File: src/rtl/sqrt64_pkg.sv
// Shared types and constants for the binary64 square-root block.
package sqrt64_pkg;
    localparam int EXP_W  = 11;
    localparam int FRAC_W = 52;
    localparam int SIG_W  = FRAC_W + 1;
    localparam logic [63:0] NEG_QNAN = 64'hFFF8_0000_0000_0000;
    localparam logic [EXP_W-1:0] EXP_MAX = '1;

    typedef struct packed {
        logic              sign;
        logic [EXP_W-1:0]  expo;
        logic [FRAC_W-1:0] frac;
    } fp64_t;
endpackage

File: src/rtl/sqrt64_classify.sv
// Decodes an operand. It decides whether the answer needs no recurrence and
// forms that answer. It also prepares the significand and exponent for the
// recurrence. Assumes subnormals are flushed to signed zero.
module sqrt64_classify
    import sqrt64_pkg::*;
(
    input  logic [63:0] op_i,
    output logic        fast_o,
    output logic [63:0] fast_res_o,
    output logic [SIG_W:0] sig_o,
    output logic [EXP_W-1:0] exp_o
);
    fp64_t f;
    logic  frac_zero;
    logic [EXP_W:0] half_sum;

    assign f         = op_i;
    assign frac_zero = (f.frac == '0);

    // Choose the path and the early answer from the operand class.
    always_comb begin
        half_sum   = ({1'b0, f.expo} + 12'd1023) >> 1;
        fast_o     = 1'b1;
        fast_res_o = '0;
        if (f.expo == '0) begin
            fast_res_o = {f.sign, 63'd0};
        end else if (f.expo == EXP_MAX) begin
            if (frac_zero) fast_res_o = f.sign ? NEG_QNAN : {1'b0, EXP_MAX, 52'd0};
            else           fast_res_o = op_i | (64'd1 << 51);
        end else if (f.sign) begin
            fast_res_o = NEG_QNAN;
        end else if (frac_zero && f.expo[0]) begin
            fast_res_o = {1'b0, half_sum[EXP_W-1:0], 52'd0};
        end else begin
            fast_o = 1'b0;
        end
    end

    // Make the unbiased exponent even by doubling the significand when it is odd.
    always_comb begin
        logic [EXP_W:0] adj;
        if (f.expo[0]) begin
            sig_o = {1'b0, 1'b1, f.frac};
            adj   = {1'b0, f.expo};
        end else begin
            sig_o = {1'b1, f.frac, 1'b0};
            adj   = {1'b0, f.expo} - 12'd1;
        end
        exp_o = EXP_W'((adj + 12'd1023) >> 1);
    end
endmodule

File: src/rtl/sqrt64_recur.sv
// One clock's worth of restoring square-root recurrence: BPC root bits.
// Each step brings in two radicand bits. Assumes the remainder fits in RW bits.
module sqrt64_recur #(
    parameter int ROOT_W = 56,
    parameter int BPC    = 4,
    localparam int RW    = ROOT_W + 3
) (
    input  logic [RW-1:0]     rem_i,
    input  logic [ROOT_W-1:0] root_i,
    input  logic [2*BPC-1:0]  pairs_i,
    output logic [RW-1:0]     rem_o,
    output logic [ROOT_W-1:0] root_o
);
    logic [RW-1:0]     rem_s  [BPC+1];
    logic [ROOT_W-1:0] root_s [BPC+1];

    assign rem_s[0]  = rem_i;
    assign root_s[0] = root_i;

    for (genvar g = 0; g < BPC; g++) begin : g_step
        logic [RW-1:0] shifted;
        logic [RW-1:0] trial;
        logic          take;
        // Try subtracting 4*root+1 from the extended remainder.
        assign shifted     = {rem_s[g][RW-3:0], pairs_i[2*(BPC-g)-1 -: 2]};
        assign trial       = {{(RW-ROOT_W-2){1'b0}}, root_s[g], 2'b01};
        assign take        = (shifted >= trial);
        assign rem_s[g+1]  = take ? shifted - trial : shifted;
        assign root_s[g+1] = {root_s[g][ROOT_W-2:0], take};
    end

    assign rem_o  = rem_s[BPC];
    assign root_o = root_s[BPC];
endmodule

File: src/rtl/sqrt64_round.sv
// Rounds the finished root to nearest-even and packs the binary64 result.
// Assumes the root's top bit is set and that ROOT_W is at least 54.
module sqrt64_round
    import sqrt64_pkg::*;
#(
    parameter int ROOT_W = 56,
    localparam int EXTRA = ROOT_W - SIG_W
) (
    input  logic [ROOT_W-1:0] root_i,
    input  logic              rem_nz_i,
    input  logic [EXP_W-1:0]  exp_i,
    output logic [63:0]       res_o
);
    logic        guard;
    logic        sticky;
    logic        up;
    logic [SIG_W:0] sum;

    assign guard = root_i[EXTRA-1];
    if (EXTRA > 1) begin : g_low
        assign sticky = (|root_i[EXTRA-2:0]) | rem_nz_i;
    end else begin : g_nolow
        assign sticky = rem_nz_i;
    end

    // Add one unit in the last place when guard is set and the tie breaks upward.
    assign up  = guard & (sticky | root_i[EXTRA]);
    assign sum = {1'b0, root_i[ROOT_W-1 -: SIG_W]} + {{SIG_W{1'b0}}, up};

    // Pack the result and absorb a carry out of the significand.
    always_comb begin
        if (sum[SIG_W]) res_o = {1'b0, exp_i + 11'd1, sum[SIG_W-1:1]};
        else            res_o = {1'b0, exp_i, sum[FRAC_W-1:0]};
    end
endmodule

File: src/rtl/sqrt64_early.sv
// Binary64 square root with two fixed latencies. Handles one operation at a time.
// Trivial operands finish after FAST_LAT edges and all others after SLOW_LAT.
// Assumes ceil(54/BPC) < SLOW_LAT and 1 < FAST_LAT.
module sqrt64_early
    import sqrt64_pkg::*;
#(
    parameter int FAST_LAT = 13,
    parameter int SLOW_LAT = 18,
    parameter int BPC      = 4
) (
    input  logic        clk,
    input  logic        rst_n,
    input  logic        in_valid,
    output logic        in_ready,
    input  logic [63:0] in_operand,
    output logic        out_done,
    output logic [63:0] out_result,
    output logic        out_fast
);
    localparam int ITERS  = (SIG_W + 1 + BPC - 1) / BPC;
    localparam int ROOT_W = ITERS * BPC;
    localparam int RW     = ROOT_W + 3;
    localparam int XW     = 2 * ROOT_W;
    localparam int CW     = $clog2(SLOW_LAT + 2);
    localparam logic [CW-1:0] FAST_M1 = CW'(FAST_LAT - 1);
    localparam logic [CW-1:0] SLOW_M1 = CW'(SLOW_LAT - 1);
    localparam logic [CW-1:0] ITER_N  = CW'(ITERS);

    logic                busy;
    logic [CW-1:0]       cyc;
    logic                fast_q;
    logic [63:0]         fast_res_q;
    logic [EXP_W-1:0]    exp_q;
    logic [XW-1:0]       x_q;
    logic [RW-1:0]       rem_q, rem_n;
    logic [ROOT_W-1:0]   root_q, root_n;
    logic                start;
    logic                cls_fast;
    logic [63:0]         cls_res;
    logic [SIG_W:0]      cls_sig;
    logic [EXP_W-1:0]    cls_exp;
    logic [63:0]         slow_res;

    assign in_ready = ~busy;
    assign start    = in_valid & ~busy;

    sqrt64_classify u_cls (
        .op_i(in_operand), .fast_o(cls_fast), .fast_res_o(cls_res),
        .sig_o(cls_sig), .exp_o(cls_exp)
    );

    sqrt64_recur #(.ROOT_W(ROOT_W), .BPC(BPC)) u_rec (
        .rem_i(rem_q), .root_i(root_q), .pairs_i(x_q[XW-1 -: 2*BPC]),
        .rem_o(rem_n), .root_o(root_n)
    );

    sqrt64_round #(.ROOT_W(ROOT_W)) u_rnd (
        .root_i(root_q), .rem_nz_i(rem_q != '0), .exp_i(exp_q), .res_o(slow_res)
    );

    // Sequence one operation: capture, count to its latency, emit the done pulse.
    always_ff @(posedge clk) begin
        if (!rst_n) begin
            busy       <= 1'b0;
            cyc        <= '0;
            fast_q     <= 1'b0;
            fast_res_q <= '0;
            exp_q      <= '0;
            out_done   <= 1'b0;
            out_fast   <= 1'b0;
            out_result <= '0;
        end else begin
            out_done <= 1'b0;
            if (start) begin
                busy       <= 1'b1;
                cyc        <= '0;
                fast_q     <= cls_fast;
                fast_res_q <= cls_res;
                exp_q      <= cls_exp;
            end else if (busy) begin
                cyc <= cyc + 1'b1;
                if (cyc == (fast_q ? FAST_M1 : SLOW_M1)) begin
                    busy       <= 1'b0;
                    out_done   <= 1'b1;
                    out_fast   <= fast_q;
                    out_result <= fast_q ? fast_res_q : slow_res;
                end
            end
        end
    end

    // Load the radicand and advance the recurrence for ITERS cycles.
    always_ff @(posedge clk) begin
        if (!rst_n) begin
            x_q    <= '0;
            rem_q  <= '0;
            root_q <= '0;
        end else if (start) begin
            x_q    <= {cls_sig, {(XW-SIG_W-1){1'b0}}};
            rem_q  <= '0;
            root_q <= '0;
        end else if (busy && !fast_q && cyc < ITER_N) begin
            x_q    <= x_q << (2*BPC);
            rem_q  <= rem_n;
            root_q <= root_n;
        end
    end

    // Independent count of edges since the last start, for the latency checks.
    logic [CW-1:0] chk_cnt;
    always_ff @(posedge clk) begin
        if (!rst_n)                             chk_cnt <= '0;
        else if (in_valid && in_ready)          chk_cnt <= CW'(1);
        else if (out_done)                      chk_cnt <= '0;
        else if (chk_cnt != '0 && chk_cnt <= SLOW_M1 + 1'b1) chk_cnt <= chk_cnt + 1'b1;
    end

    AST_START_BLOCKS: assert property (@(posedge clk) disable iff (!rst_n)
        (in_valid && in_ready) |=> !in_ready);
    AST_DONE_PULSE: assert property (@(posedge clk) disable iff (!rst_n)
        out_done |=> !out_done);
    AST_FAST_LATENCY: assert property (@(posedge clk) disable iff (!rst_n)
        (out_done && out_fast) |-> chk_cnt == CW'(FAST_LAT + 1));
    AST_SLOW_LATENCY: assert property (@(posedge clk) disable iff (!rst_n)
        (out_done && !out_fast) |-> chk_cnt == CW'(SLOW_LAT + 1));
    AST_FAST_ROOT_FORM: assert property (@(posedge clk) disable iff (!rst_n)
        (out_done && out_fast && !out_result[63] && out_result[62:52] != EXP_MAX)
        |-> out_result[51:0] == '0);
    AST_SLOW_NORMAL: assert property (@(posedge clk) disable iff (!rst_n)
        (out_done && !out_fast) |-> (!out_result[63] && out_result[62:52] != '0
        && out_result[62:52] != EXP_MAX));
endmodule

File: config.mk
export PLATFORM = sky130hd
export DESIGN_NAME = sqrt64_early
export DESIGN_NICKNAME = d
export VERILOG_FILES = /design/src/rtl/sqrt64_pkg.sv /design/src/rtl/sqrt64_classify.sv /design/src/rtl/sqrt64_recur.sv /design/src/rtl/sqrt64_round.sv /design/src/rtl/sqrt64_early.sv
export SDC_FILE = /design/constraint.sdc
export NUM_CORES = 2
export LEC_CHECK = 0
export ABC_CLOCK_PERIOD_IN_PS = 15100
export BUFFER_PORTS_ARGS = -buffer_cell sky130_fd_sc_hd__buf_2
export CAP_MARGIN = 25
export CORE_ASPECT_RATIO = 0.7
export CORE_MARGIN = 2
export CORE_UTILIZATION = 50
export DETAILED_ROUTE_END_ITERATION = 12
export PLACE_DENSITY = 0.65
export RECOVER_POWER = 50
export SLEW_MARGIN = 30
export SYNTH_ARGS = -nofsm -noshare
export SYNTH_HDL_FRONTEND = slang
export SYNTH_HIERARCHICAL = 1
export SYNTH_SLANG_ARGS = --single-unit
File: constraint.sdc
create_clock -name clk -period 15.1 [get_ports clk]
set_input_delay 0.755 -clock clk [delete_from_list [all_inputs] [get_ports clk]]
set_output_delay 0.755 -clock clk [all_outputs]
set_load 0.005 [all_outputs]
==> summary.md <==
| Metric | Value |
|---|---|
| Synth area leaders | dfxtp_1, a21oi_1, ha_1, nand2_1, xnor2_1 |
| Path depth of the worst reg2reg path | 60 |
| Largest net degree at the start of global routing | 86 |
| Dpl cells | 5261 |
| WL met2 | 47800 um |
| Worst EP arrival | 15.08 ns |
| Mapped Avg Cell Area | ~7.1 um^2 |
| Initial DRC count | 4574 |
| Uppermost layer routed | met4 |
| Die Wd | 308 um |
| Min-delay worst type | register to register |
| Status | finished with violations |
| CP max FO | 23 |
| Grt ovf | 0 |
| Initial core utilization | 50.9% |
| Worst Skew | 0.0273 ns |
| Post-DR vias/cell | 6.38 |
| CTS clk-pin slew, worst paths | 0.06 ns |
| DR DRC count | 0 |
| Slew @ Worst Pin | 4.15 ns |
| Chip Height | around 220 um |
| Setup crit start kind | register |
| Max-cap violations | 7 |
| CP endpoint | rem_q[58] |
| PortBufs | 133 |
| GRT Util Overall | 35.3% |
| Crit. Startpoint | root_q[23] |
| CTS tree | yes |
| N_diodes | 0 |
| Period minus WS final | 14.60 ns |
| Number of synthesized flops with an enable pin | 0 |
| Detailed Route WL | 123000 um |
| Gpl congestion | between 1 and 1.5 |
| Num rows | 77 |
| First-pass GRT wire length | 184000 um |
| Gate Count Post-Synth | 4546 |
| Layout cells sized above 1 | 10.7% |
| Cell taking the most area after synthesis | dfxtp_1 |
| Core ar. | about 64000 um^2 |
| Via count | 34.0k |
| CTS sink count | 317 |
| First drt pass iteration count | 6 |
| Failing checks | capacitance limit, slew limit |
| Top_reg_cell synth | dfxtp_1 |
| Post-Route M1 WL | approximately 59000 um |
| Distinct cells, synth | roughly 110 |
| Die Area | ~67000 um^2 |
| IO Pins | 134 |
| Clk Latency, worst-skew pair | 0.58 ns |
| Final hold vios | 0 |
| Instance count on the critical path | 60 |
| CP top delay family | compound AO/OA/AOI/OAI gates |
| DR WL met3 | 14500 um |
| Most frequent cell after synthesis | nand2_1 |
| Yosys top cell area share | ~20% |
| Clock Tree Buf Depth | 3 |
| Slew HR | -177% |
| Buf+Inv Stages, Crit Path | 5 |
| Final setup vio count | 0 |
| Critical Path RT | 15.59 ns |
| Detail Route Antenna Nets | 0 |
| Antenna violations before repair | 2 |
| Number of H-tree levels | 2 |
| Slowest cell on crit path | or4_4 |
| Vias in the first global route | approximately 29k |
| Yosys warns | 6 |
| R2R Path Start | root_q[23] |
| Worst R2R End | rem_q[58] |
| Critical Path Max Stage Delay | 0.57 ns |
| Tcrit/Tclk final | 96.7% |
| Critical Path Sink Type | register |
| Avg WL per Cell | ~23 um |
| Final cell count without fillers | 5328 |
| Final Slew Violations | 346 |
| CTS buffer count | 36 |
| Area grow syn2layout | 6.81% |
| Most frequent CP cell | o21ai_0 |
| Ys async rst share | 0% |
| Register area share after synthesis | 19.6% |
| Post-Syn Nets | ~4.9k |
| Synth cell count leaders | nand2_1, a21oi_1, nor2_1 |
| Detailed placement HPWL | 95200 um |
| CP Class | register to register |
| Hold_buf cts | 0 |
| Worst R2R Setup Slack | 0.50 ns |
| Synth Cell Area | ~32000 um^2 |
| Nets | 4779 |
| Clk Tree Root Cell | clkbuf_16 |
| Synthesized flop and latch total | 317 |
| Max Fclk | 0.0685 GHz |
## stage by stage
stage / setup slack [ns] / instance area [um^2] / hold WS, ns / util (%) / setup TNS (ns)
6_report: 0.505 / 34500 / 0.456 / 54.3 / 0
2_1_floorplan: 2.63 / 32300 / 0.436 / - / 0
4_1_cts: 0.252 / 34400 / 0.456 / 54.1 / 0
3_5_place_dp: 0.289 / 33100 / 0.446 / 52.1 / 0
5_1_grt: -0.0321 / 34500 / 0.474 / 54.3 / -0.0383
3_3_place_gp: 0.286 / 33100 / 0.441 / 52.1 / 0
## cells by family after synthesis
family	count (synthesis)	share of synthesized area, %
buffers and inverters	491	6.96
adder cells (fa/ha/maj)	239	9.25
multiplexers	174	5.87
other	1	0.0116
flip-flops	317	19.6
AO/OA/AOI/OAI	1398	26.8
XOR/XNOR	270	7.38
AND/OR/NAND/NOR	1656	24.1
## cell type report
type / count / area (um^2)
Tap cell: 829 / 1040
Multi-Input combinational cell: 3738 / 24000
Sequential cell: 317 / 6350
Fill cell: 6367 / 29100
Clock buffer: 51 / 1090
Clock inverter: 13 / 184
Inverter: 161 / 609
Timing Repair Buffer: 219 / 1310
## tightest hold or removal path, delay by kind of cell, from the launching register on
family / cells / cell delay, ns
flip-flops: 1 / 0.31
AND/OR/NAND/NOR: 1 / 0.05
AO/OA/AOI/OAI: 1 / 0.05
## layer usage
| metal | GRT usage, % | vias to the layer above |
|---|---|---|
| met5 | 0 | - |
| met4 | 7.07 | 0 |
| met3 | 7.73 | 161 |
| met2 | 47.3 | 1784 |
| met1 | 56.1 | 16100 |
| li1 | - | 16000 |
## worst min path at each step
stage	depth (start not counted)	start	to
6_report	2	fast_res_q[38]	fast_res_q[38]
5_1_grt	2	fast_res_q[21]	fast_res_q[21]
4_1_cts	2	fast_res_q[29]	fast_res_q[29]
3_5_place_dp	2	fast_res_q[52]	fast_res_q[52]
3_3_place_gp	2	fast_res_q[34]	fast_res_q[34]
2_1_floorplan	2	fast_res_q[0]	fast_res_q[0]
## registers in the layout, indices dropped and copies added (netlist names)
register and flops:
exp_q 11, out_done 1, root_q 56, rem_q 59
out_result 64, cyc 5, out_fast 1, busy 1
fast_q 1, x_q 54, fast_res_q 64
## timing repair
| item | CTS | global route |
|---|---|---|
| buffers inserted | 0 | 2 |
| resized for setup | 0 | 49 |
| setup endpoints to repair | 0 | 60 |
## placed cells by master, fill, tap and decap left out, types with 20 or more instances in the layout
| master | netlist | layout |
|---|---|---|
| nand2_1 | 663 | 661 |
| a21oi_1 | 626 | 621 |
| nor2_1 | 324 | 323 |
| dfxtp_1 | 317 | 314 |
| ha_1 | 239 | 233 |
| o21ai_0 | 229 | 223 |
| a21o_1 | 169 | 168 |
| inv_1 | 158 | 158 |
| xnor2_1 | 153 | 153 |
| nor3_1 | 143 | 142 |
| nand3_1 | 115 | 114 |
| xor2_1 | 114 | 114 |
| buf_2 | 38 | 95 |
| mux2_2 | 93 | 93 |
| nand4_1 | 75 | 75 |
| buf_4 | 76 | 74 |
| mux2i_1 | 71 | 71 |
| and3_1 | 54 | 52 |
| a211oi_1 | 50 | 50 |
| and2_1 | 75 | 50 |
| clkbuf_1 | 181 | 46 |
| o21bai_1 | 44 | 44 |
| nor4_1 | 43 | 40 |
| nand2b_1 | 39 | 38 |
| clkbuf_16 | 0 | 37 |
| a211oi_2 | 34 | 33 |
| a31oi_1 | 32 | 31 |
| nor2b_1 | 29 | 27 |
| and2_0 | 0 | 25 |
| o21ai_1 | 24 | 25 |
| o21a_1 | 24 | 24 |
| o31ai_1 | 26 | 23 |
| or3_1 | 20 | 20 |
| o211ai_1 | 20 | 20 |
Power is not shown: default switching activity piles up to over one toggle a cycle in this logic, so the estimate is an artifact.
